## config.mk

```make
export PLATFORM = sky130hd
export DESIGN_NAME = pwm_fifo_gen
export DESIGN_NICKNAME = d
export VERILOG_FILES = /design/src/rtl/pwm_fifo_pkg.sv /design/src/rtl/pwm_duty_fifo.sv /design/src/rtl/pwm_period_engine.sv /design/src/rtl/pwm_fifo_gen.sv
export SDC_FILE = /design/constraint.sdc
export NUM_CORES = 1
export LEC_CHECK = 0
export BUFFER_PORTS_ARGS = -buffer_cell sky130_fd_sc_hd__buf_4
export CAP_MARGIN = 10
export CELL_PAD_IN_SITES_DETAIL_PLACEMENT = 0
export CELL_PAD_IN_SITES_GLOBAL_PLACEMENT = 1
export CORE_MARGIN = 1.5
export CORE_UTILIZATION = 53
export DETAILED_ROUTE_END_ITERATION = 10
export HOLD_SLACK_MARGIN = 0.1
export PLACE_DENSITY = 0.93
export REMOVE_ABC_BUFFERS = 1
export SLEW_MARGIN = 20
export SYNTH_ARGS = -nofsm -noshare
export SYNTH_HDL_FRONTEND = slang
export SYNTH_HIERARCHICAL = 1
export SYNTH_SLANG_ARGS = --single-unit
```

## constraint.sdc

```tcl
create_clock -name clk -period 8.3 [get_ports clk]
set_input_delay 1.66 -clock clk [delete_from_list [all_inputs] [get_ports clk]]
set_output_delay 1.66 -clock clk [all_outputs]
set_load 0.01 [all_outputs]
```

## src/rtl/pwm_fifo_pkg.sv

```systemverilog
package pwm_fifo_pkg;

    localparam int PRE_W = 12;
    localparam int SEL_W = 2;

    localparam logic [4:0] OFS_CTRL   = 5'h00;
    localparam logic [4:0] OFS_STAT   = 5'h04;
    localparam logic [4:0] OFS_DUTY   = 5'h0C;
    localparam logic [4:0] OFS_PERIOD = 5'h10;

    localparam int BIT_EN   = 0;
    localparam int BIT_SWR  = 3;
    localparam int PRE_LSB  = 4;
    localparam int SEL_LSB  = 16;
    localparam int BIT_DBG  = 22;
    localparam int BIT_WAIT = 23;
    localparam int BIT_DOZE = 24;

    typedef struct packed {
        logic             keep_doze;
        logic             keep_wait;
        logic             keep_dbg;
        logic [SEL_W-1:0] clk_sel;
        logic [PRE_W-1:0] presc;
        logic             swr;
        logic             en;
    } ctrl_t;

    function automatic ctrl_t ctrl_from_word(input logic [31:0] w);
        ctrl_t c;
        c.en        = w[BIT_EN];
        c.swr       = 1'b0;
        c.presc     = w[PRE_LSB +: PRE_W];
        c.clk_sel   = w[SEL_LSB +: SEL_W];
        c.keep_dbg  = w[BIT_DBG];
        c.keep_wait = w[BIT_WAIT];
        c.keep_doze = w[BIT_DOZE];
        return c;
    endfunction

    function automatic logic [31:0] ctrl_to_word(input ctrl_t c);
        logic [31:0] w;
        w = '0;
        w[BIT_EN]            = c.en;
        w[BIT_SWR]           = c.swr;
        w[PRE_LSB +: PRE_W]  = c.presc;
        w[SEL_LSB +: SEL_W]  = c.clk_sel;
        w[BIT_DBG]           = c.keep_dbg;
        w[BIT_WAIT]          = c.keep_wait;
        w[BIT_DOZE]          = c.keep_doze;
        return w;
    endfunction

endpackage

```

## src/rtl/pwm_duty_fifo.sv

```systemverilog
module pwm_duty_fifo #(
    parameter int DEPTH = 4,
    parameter int W     = 16
) (
    input  logic                       clk,
    input  logic                       rst_n,
    input  logic                       flush,
    input  logic                       push,
    input  logic [W-1:0]               push_data,
    input  logic                       pop,
    output logic [W-1:0]               pop_data,
    output logic                       empty,
    output logic [$clog2(DEPTH+1)-1:0] count
);
    localparam int CW = $clog2(DEPTH + 1);
    localparam int PW = (DEPTH > 1) ? $clog2(DEPTH) : 1;
    localparam logic [PW-1:0] LAST_IDX = PW'(DEPTH - 1);
    localparam logic [CW-1:0] FULL_CNT = CW'(DEPTH);

    typedef struct packed {
        logic [DEPTH-1:0][W-1:0] mem;
        logic [PW-1:0]           rd;
        logic [PW-1:0]           wr;
        logic [CW-1:0]           cnt;
    } fifo_st_t;

    fifo_st_t st_d, st_q;
    logic     take_in, give_out;

    always_comb begin
        st_d     = st_q;
        take_in  = push && (st_q.cnt < FULL_CNT);
        give_out = pop && (st_q.cnt != '0);
        if (flush) begin
            st_d.rd  = '0;
            st_d.wr  = '0;
            st_d.cnt = '0;
        end else begin
            if (take_in) begin
                st_d.mem[st_q.wr] = push_data;
                st_d.wr = (st_q.wr == LAST_IDX) ? '0 : st_q.wr + 1'b1;
            end
            if (give_out) begin
                st_d.rd = (st_q.rd == LAST_IDX) ? '0 : st_q.rd + 1'b1;
            end
            case ({take_in, give_out})
                2'b10:   st_d.cnt = st_q.cnt + 1'b1;
                2'b01:   st_d.cnt = st_q.cnt - 1'b1;
                default: st_d.cnt = st_q.cnt;
            endcase
        end
    end

    always_ff @(posedge clk or negedge rst_n) begin
        if (!rst_n) st_q <= '0;
        else        st_q <= st_d;
    end

    assign pop_data = st_q.mem[st_q.rd];
    assign empty    = (st_q.cnt == '0);
    assign count    = st_q.cnt;

endmodule

```

## src/rtl/pwm_period_engine.sv

```systemverilog
module pwm_period_engine #(
    parameter int CNT_W = 16,
    parameter int PRE_W = 12
) (
    input  logic             clk,
    input  logic             rst_n,
    input  logic             enable,
    input  logic             clear,
    input  logic [PRE_W-1:0] presc,
    input  logic [CNT_W-1:0] period_last,
    input  logic             q_empty,
    input  logic [CNT_W-1:0] q_data,
    output logic             q_pop,
    output logic [CNT_W-1:0] cmp,
    output logic             level
);
    typedef struct packed {
        logic             run;
        logic [PRE_W-1:0] pre;
        logic [CNT_W-1:0] per;
        logic [CNT_W-1:0] cmp;
    } eng_st_t;

    eng_st_t st_d, st_q;

    always_comb begin
        st_d  = st_q;
        q_pop = 1'b0;
        if (clear) begin
            st_d = '0;
        end else if (!enable) begin
            st_d.run = 1'b0;
            st_d.pre = '0;
            st_d.per = '0;
        end else if (!st_q.run) begin
            st_d.run = 1'b1;
            st_d.pre = '0;
            st_d.per = '0;
            if (!q_empty) begin
                q_pop    = 1'b1;
                st_d.cmp = q_data;
            end
        end else if (st_q.pre == presc) begin
            st_d.pre = '0;
            if (st_q.per == period_last) begin
                st_d.per = '0;
                if (!q_empty) begin
                    q_pop    = 1'b1;
                    st_d.cmp = q_data;
                end
            end else begin
                st_d.per = st_q.per + 1'b1;
            end
        end else begin
            st_d.pre = st_q.pre + 1'b1;
        end
    end

    always_ff @(posedge clk or negedge rst_n) begin
        if (!rst_n) st_q <= '0;
        else        st_q <= st_d;
    end

    assign cmp   = st_q.cmp;
    assign level = st_q.run && enable && (st_q.per < st_q.cmp);

endmodule

```

## src/rtl/pwm_fifo_gen.sv

```systemverilog
module pwm_fifo_gen
    import pwm_fifo_pkg::*;
#(
    parameter int FIFO_DEPTH = 4,
    parameter int CNT_W      = 16
) (
    input  logic        clk,
    input  logic        rst_n,
    input  logic        bus_we,
    input  logic [4:0]  bus_addr,
    input  logic [31:0] bus_wdata,
    output logic [31:0] bus_rdata,
    output logic        pwm_out
);
    localparam int CW = $clog2(FIFO_DEPTH + 1);
    localparam logic [CNT_W-1:0] PER_MAX = {{(CNT_W-1){1'b1}}, 1'b0};

    typedef struct packed {
        ctrl_t            ctrl;
        logic [CNT_W-1:0] period;
    } regs_t;

    regs_t            regs_d, regs_q;
    logic             swr_req;
    logic             duty_push;
    logic             ctrl_en;
    logic             ctrl_swr;
    logic [CNT_W-1:0] period_eff;
    logic [CNT_W-1:0] period_last;
    logic             eng_pop;
    logic             fifo_empty;
    logic [CNT_W-1:0] fifo_head;
    logic [CW-1:0]    fifo_cnt;
    logic [CNT_W-1:0] cmp_val;

    always_comb begin
        regs_d          = regs_q;
        regs_d.ctrl.swr = 1'b0;
        swr_req         = 1'b0;
        duty_push       = 1'b0;
        if (bus_we) begin
            case (bus_addr)
                OFS_CTRL: begin
                    if (bus_wdata[BIT_SWR]) begin
                        swr_req         = 1'b1;
                        regs_d.ctrl     = '0;
                        regs_d.ctrl.swr = 1'b1;
                    end else begin
                        regs_d.ctrl = ctrl_from_word(bus_wdata);
                    end
                end
                OFS_PERIOD: regs_d.period = bus_wdata[CNT_W-1:0];
                OFS_DUTY:   duty_push = 1'b1;
                default:    ;
            endcase
        end
    end

    always_ff @(posedge clk or negedge rst_n) begin
        if (!rst_n) regs_q <= '0;
        else        regs_q <= regs_d;
    end

    assign ctrl_en     = regs_q.ctrl.en;
    assign ctrl_swr    = regs_q.ctrl.swr;
    assign period_eff  = (regs_q.period > PER_MAX) ? PER_MAX : regs_q.period;
    assign period_last = period_eff + 1'b1;

    pwm_duty_fifo #(
        .DEPTH (FIFO_DEPTH),
        .W     (CNT_W)
    ) u_fifo (
        .clk       (clk),
        .rst_n     (rst_n),
        .flush     (swr_req),
        .push      (duty_push),
        .push_data (bus_wdata[CNT_W-1:0]),
        .pop       (eng_pop),
        .pop_data  (fifo_head),
        .empty     (fifo_empty),
        .count     (fifo_cnt)
    );

    pwm_period_engine #(
        .CNT_W (CNT_W),
        .PRE_W (PRE_W)
    ) u_engine (
        .clk         (clk),
        .rst_n       (rst_n),
        .enable      (ctrl_en),
        .clear       (swr_req),
        .presc       (regs_q.ctrl.presc),
        .period_last (period_last),
        .q_empty     (fifo_empty),
        .q_data      (fifo_head),
        .q_pop       (eng_pop),
        .cmp         (cmp_val),
        .level       (pwm_out)
    );

    always_comb begin
        case (bus_addr)
            OFS_CTRL:   bus_rdata = ctrl_to_word(regs_q.ctrl);
            OFS_STAT:   bus_rdata = 32'(fifo_cnt);
            OFS_DUTY:   bus_rdata = 32'(cmp_val);
            OFS_PERIOD: bus_rdata = 32'(regs_q.period);
            default:    bus_rdata = '0;
        endcase
    end

endmodule

```

Word-level counts from Yosys, hierarchy flattened --
Index checks and enable logic that the tools add are counted.
Word-level totals: register bits after elaboration 151, bits of input ports 40, output and inout bits 33, logic and storage cells 98
Cells by class: add/subtract/negate cells 7, $lt $le $gt $ge 6, equal/unequal tests 12, muxes and demuxes 37, bitwise gates (word level) 1, reduce and logical (&&, ||, !) cells 16
Operators with widths (number):
- two-way mux 16 bit | 8
- case mux 25 bit (4 select lines) | 1
- bitwise mux 64 bit | 1
- two-way mux 45 bit | 1
- two-way mux 44 bit | 1
- adder 16 x 1 -> 16 bit (second input constant) | 2
- binary-select mux 16 bit (select 2 bit) | 1
- demux 16 bit (select 2 bit) | 1
- two-way mux 32 bit | 1
- two-way mux 29 bit | 1
- two-way mux 19 bit | 1
- two-way mux 18 bit | 1
- == test 16 bit | 1
- > comparator 16 bit (second input constant) | 1
- < comparator 16 bit | 1
- adder 12 x 1 -> 12 bit (second input constant) | 1
- == test 12 bit | 1
- two-way mux 12 bit | 1
- two-way mux 1 bit | 11
- two-way mux 2 bit | 5
- two-way mux 7 bit | 1
- == test 2 bit (second input constant) | 3
- < comparator 2 x 3 -> 1 bit (second input constant) | 2
- inequality test 3 bit (second input constant) | 2
- 19 further kinds | 29

Depth between registers and ports, before layout --
depth after elaboration 13, depth in mapped cells 23

Modules after synthesis --
The synthesis kept the hierarchy.
By module, submodules not included:
- pwm_duty_fifo | instances 1, cells an instance 214, area each 3387.0 um^2, seq. area each 1776.7 um^2
- pwm_period_engine | instances 1, cells an instance 294, area each 2847.7 um^2, seq. area each 1126.1 um^2
- pwm_fifo_gen | instances 1, cells an instance 214, area each 2283.4 um^2, seq. area each 875.8 um^2

Worst setup path before layout --
No wires, ideal clock.
path type input port to flip-flop, start point input port bus_addr[3], end point register u_fifo.st_q (netlist bit u_fifo/count[2]), data arrival time 4.615 ns, data required time 8.222 ns, path slack 3.608 ns, stages 17, path buffers 4, cell sequence buf_6 -> nor4_4 -> and2b_2 -> clkbuf_1 -> and3_1 -> nor2_1 -> nand4_1 -> o32ai_2 -> buf_2 -> clkbuf_1 -> o31ai_1 -> nor2_1 -> fa_1 -> nand2b_1 -> nor4_1 -> a21oi_1 -> a21oi_1
On the way: cells in the longest elaborated chain, start to end 8, elaborated cells between the ends (all ways) 14, those cells by class eq/ne: 3; mux: 7; reduce/logical: 4
Ends and longest elaborated chain:
- start: declaration | line pwm_fifo_gen.sv:10 | input logic [4:0] bus_addr,
- logical NOT 5 bit (*) | line pwm_fifo_gen.sv:42 | case (bus_addr)
- two-way mux 1 bit (*) | line pwm_fifo_gen.sv:42
- two-way mux 1 bit (*) | line pwm_fifo_gen.sv:41 | if (bus_we) begin
- net swr_req | line pwm_fifo_gen.sv:24 | logic swr_req;
- two-way mux 1 bit (*) | line pwm_period_engine.sv:29 | if (clear) begin
- net eng_pop | line pwm_fifo_gen.sv:30 | logic eng_pop;
- logical AND 1 bit (*) | line pwm_duty_fifo.sv:33 | give_out = pop && (st_q.cnt != '0);
- == test 2 x 1 -> 1 bit or == test 2 bit (tied branches) | line pwm_duty_fifo.sv:46 | case ({take_in, give_out})
- case mux 3 bit (2 select lines) | line pwm_duty_fifo.sv:46
- two-way mux 7 bit | line pwm_duty_fifo.sv:34 | if (flush) begin
- end signal: assignment | line pwm_duty_fifo.sv:56 | else st_q <= st_d;
- end: declaration | line pwm_duty_fifo.sv:27 | fifo_st_t st_d, st_q;
The timed path passes the listed nets; every way through them passes the cells marked *. A chain may end at the register's enable or synchronous reset.

Final worst setup path --
start point input port bus_addr[1], end point output port bus_rdata[8]
On the way: cells in the longest elaborated chain, start to end 2, elaborated cells between the ends (all ways) 5, those cells by class eq/ne: 3; mux: 1; reduce/logical: 1
Ends and longest elaborated chain:
- == test 5 bit, or another cell as far along | line pwm_fifo_gen.sv:102 | case (bus_addr)
- case mux 25 bit (4 select lines) (*) | line pwm_fifo_gen.sv:102
- end: declaration | line pwm_fifo_gen.sv:12 | output logic [31:0] bus_rdata,
Every way passes the cells marked *; elsewhere a longest branch is shown, timed or not.

==> flow_results.org <==
** Placement
- The congestion estimate from routability-driven global placement came to 0.925.
- Timing analysis after detailed placement gives a worst setup slack of 3530 ps.
- Port buffering added 50 buffers.
- Detailed placement ended at an HPWL of roughly 13000 um.
- Post-place instance area :: approximately 8800 sq um

** STA
- Final setup fails :: 0
- Final number of hold-violating endpoints :: 0
- Worst setup margin :: 3540 ps
- Final period demand of the worst path :: 4760 ps
- For this run, the top clock speed supported by timing is 210 MHz.
- In the finished design, the share of the clock period the worst path needs comes to 0.574.
- Transition time of the tightest slew-check pin :: 1060 ps
- Setup repair after global routing left no endpoint under its margin.
- Summed over all failing endpoints, the final setup total negative slack is 0 ps.
- The final-report max-slew violation count came to 0.
- On the final layout, the worst clock skew is 4.95 ps.
- Normalized max-slew margin :: 0.295

** Worst setup path
- Launching element type of the critical path :: input pin
- Among the stages of the critical path, the cell type that occurs most often is sky130_fd_sc_hd__buf_4.
- Of all nets on the critical path, the largest fanout is 14.
- Ordered list of cells on the worst path :: buf_4 -> nor3_1 -> and3_1 -> a222oi_1 -> inv_1 -> buf_4
- Data arrival time of the critical path :: 3100 ps
- The startpoint identified for the worst register-to-register timing path is regs_q[13].
- On the critical path, the stage with the largest delay is an instance of sky130_fd_sc_hd__and3_1.
- R2r endpoint :: u_fifo/count[2]
- On the worst path, the slowest cell contributes a delay of ~570 ps.
- STA classifies the critical path endpoint as a primary output.
- Crit Path Class :: in -> out
- For flop-to-flop paths, the worst setup slack is 3700 ps.
- Counting cells, the worst reg-to-reg path comes to 19.
- STA puts the critical path data required time at 6640 ps.

** Floorplanning
- Area enclosed by the die boundary :: about 17000 sq um
- The die is 130 um wide.
- After floorplanning, the core was sized to cover 15800 sq um.
- Y dimension of the die :: 130 um
- For this configuration, the core starts out at a cell density of 0.540.
- Standard-cell row count :: 46
- During I/O placement, the number of pins put on the boundary was 73.

** Power
- Static leakage :: 4.53 nW
- The share of total power dissipated in combinational logic is 0.173.
- Of the total power, the share spent switching nets is 0.280.
- Fraction of power consumed by sequential logic :: 0.442
- Power spent charging and discharging nets :: 0.603 mW
- VDD sags by at most 0.158 mV.
- Relative contribution of the clock network to total power :: 0.385
- In this run the power density over the cells is 228 nW/um^2.
- Cell internal power was estimated by the tool at around 1.5 mW.

** Final layout
- The area growth from synthesis to layout is 10.8%.
- Layout cells sized above 1 :: 0.284
- Footprint of the multi-input gates :: approximately 4200 sq um
- Finished layout cell area :: about 9400 sq um
- The repair_antennas step left the layout with diodes totalling 0.
- The filler cells instantiated in the layout total 1271.
- Sequential cell area :: between 3000 and 4000 sq um
- Fraction of the core area covered by cells at the end of the flow :: 0.598
- In the final design database the tool counted 802 nets.

** Min path
- Type of the tightest min-delay check :: reg -> reg
- Counting instances, the worst hold path has a depth of 1.
- The worst hold path begins at u_fifo/st_q[63].
- The worst hold path terminates at u_fifo/st_q[63].

** Flow run
- The tool flagged a number of max-cap violations equal to 0.

** Yosys
- For this run, asynchronously set or reset flops after synthesis account for 1.00.
- Number of enable flip-flop cells after synthesis :: 0
- Averaged over all synthesized cells, the footprint is 11.8 sq um.
- Number of instances in the synthesized netlist :: about 720
- Top_reg_cell synth :: sky130_fd_sc_hd__dfrtp_1
- Yosys cell types :: 60
- Post-Syn Area :: 8520 sq um
- Number of warning messages in the yosys log :: 6
- For this run, the register share of the synthesized area comes to 0.444.
- In this run, synthesis produced a sequential element count of around 150.

** Route
- Using the TritonRoute via totals, the vias-per-cell ratio works out to 5.93.
- Total Wirelength :: 18800 um
- Number of detailed-routing iterations run before antenna repair :: 5
- Via count of the routed design :: 5730
- The count of nets left with antenna violations once routing finished came out at 0.
- Dividing the detail-routed wire length by the instance count gives around 19 um.
- Drt initial violations :: around 460
- For this run, design rule violations remaining after detail routing come to 0.

** Global routing
- The first global-routing pass estimated 31000 um of wire.
- Met1 layer usage reported by global route :: 0.316
- In this run the most used layer during global routing was met2.
- The total overflow left after global routing is 0.
- In the global route stage, overall resource usage came out at 0.239.
- In the global route stage, met3 resource usage came out at 0.0463.
- Pin count of the biggest net entering global routing :: 81
- Number of antenna violations at the first check in global routing :: 0
- Grt met2 use :: 0.401
- Vias in the first global route :: between 5000 and 6000

** Clock network
- Largest buffer count on any clock path :: 2
- Root buffer cell :: sky130_fd_sc_hd__clkbuf_16
- Buffers inserted during clock tree synthesis total 17.
- Clock-pin slew was measured on the worst setup and hold paths at approximately 60 ps.
- The tree built by TritonCTS fans out to 151 sinks.
- Total of cells resized after clock tree synthesis :: 0
- In this run the post-CTS setup repair buffer count came out at 0.
- Worst-Skew Late Latency :: 420 ps
- Buffers inserted to repair hold after CTS numbered 0.
- The clock tree synthesis step divided the H-tree into 4 levels.
- CTS tree :: built

** Status
- The run finished with clean final reports.
==> cells in the mapped netlist, drive strengths merged (13+ instances only) <==
cell | instances | area (sq um)
dfrtp | 151 | 3780
mux2 | 100 | 1200
buf | 51 | 413
inv | 37 | 139
xor2 | 35 | 307
nand2 | 30 | 136
a21oi | 26 | 130
ha | 23 | 288
nor2 | 22 | 82.6
nor2b | 22 | 138
o21ai | 19 | 95.1
a22o | 16 | 140
clkbuf | 16 | 60.1
mux4 | 16 | 360
nand3 | 16 | 80.1
and2 | 14 | 90.1
a222oi | 13 | 130
xnor2 | 13 | 114
==> state kept, by name (all words and copies together), names as in the netlist <==
register / count
ctrl_en: 1
ctrl_swr: 1
regs_q: 33
u_engine/cmp: 16
u_engine/st_q: 29
u_fifo/count: 3
u_fifo/st_q: 68
==> layout make-up <==
cell class | count | area share
Timing Repair Buffer | 54 | 0.0442
Clock inverter | 10 | 0.0178
Tap cell | 216 | 0.0286
Multi-Input combinational cell | 477 | 0.444
Clock buffer | 22 | 0.0503
Inverter | 37 | 0.0147
Sequential cell | 151 | 0.401
==> power groups by stage <==
stage | logic [mW] | clock network [mW] | registers (mW)
4_1_cts | 0.369 | 0.842 | 0.950
3_5_place_dp | 0.363 | 0 | 0.962
6_report | 0.372 | 0.828 | 0.951
5_1_grt | 0.403 | 0.872 | 0.966
2_1_floorplan | 0.269 | 0 | 0.911
3_3_place_gp | 0.345 | 0 | 0.953
==> metrics by stage <==
stage / power [mW] / hold WS (ps) / instances
3_3_place_gp: 1.30 / 462 / 934
6_report: 2.15 / 484 / 967
3_5_place_dp: 1.33 / 471 / 934
5_1_grt: 2.24 / 502 / 967
2_1_floorplan: 1.18 / 452 / 665
4_1_cts: 2.16 / 484 / 966
==> cells by family (layout without fill, tap and decap cells) <==
kind of cell    Yosys count  in the layout  share of synthesized area
compound gates          105            105                     0.0881
xor+xnor                 48             48                     0.0494
fa+ha+maj                24             24                     0.0361
buf+inv                 104            123                     0.0718
flops                   151            151                      0.444
mux                     121            121                      0.189
other cells               1             11                   0.000440
simple gates            168            168                      0.121
==> worst max path at each step <==
stage / start / to / slack, ps / cells past startpoint
4_1_cts: bus_addr[1] / bus_rdata[8] / 3550 / 6
3_5_place_dp: bus_addr[1] / u_fifo/count[2] / 3530 / 15
3_3_place_gp: bus_addr[1] / bus_rdata[7] / 3610 / 6
2_1_floorplan: bus_addr[1] / u_fifo/count[2] / 3560 / 13
6_report: bus_addr[1] / bus_rdata[8] / 3540 / 6
5_1_grt: regs_q[13] / u_fifo/count[1] / 3420 / 17
==> layout by cell type, fill, tap and decap left out, types with 9 or more instances in the layout <==
cell type                     n
sky130_fd_sc_hd__dfrtp_1    150
sky130_fd_sc_hd__mux2_2      75
sky130_fd_sc_hd__buf_4       51
sky130_fd_sc_hd__inv_1       37
sky130_fd_sc_hd__xor2_1      35
sky130_fd_sc_hd__nand2_1     28
sky130_fd_sc_hd__a21oi_1     26
sky130_fd_sc_hd__ha_1        23
sky130_fd_sc_hd__nor2_1      22
sky130_fd_sc_hd__nor2b_1     22
sky130_fd_sc_hd__mux2_4      20
sky130_fd_sc_hd__o21ai_0     18
sky130_fd_sc_hd__clkbuf_16   17
sky130_fd_sc_hd__nand3_1     16
sky130_fd_sc_hd__a22o_1      16
sky130_fd_sc_hd__mux4_2      16
sky130_fd_sc_hd__and2_1      13
sky130_fd_sc_hd__a222oi_1    13
sky130_fd_sc_hd__xnor2_1     13
sky130_fd_sc_hd__conb_1      11
sky130_fd_sc_hd__nand4_1     10
sky130_fd_sc_hd__o31ai_1      9
==> worst max-delay path: cells and delay by family <==
kind | cells | cell delay (ps)
AND/OR/NAND/NOR | 2 | 820
AO/OA/AOI/OAI | 1 | 270
buffers and inverters | 3 | 350
==> per-layer routing <==
layer | part of all wire | wire [um] | vias up
met2 | 0.51 | 9600 | 153
li1 | - | - | 2602
met4 | 0.016 | 299 | 0
met5 | 0 | 0 | -
met1 | 0.43 | 8130 | 2948
met3 | 0.042 | 787 | 27
No activity file was read; power rests on OpenSTA's default activity.
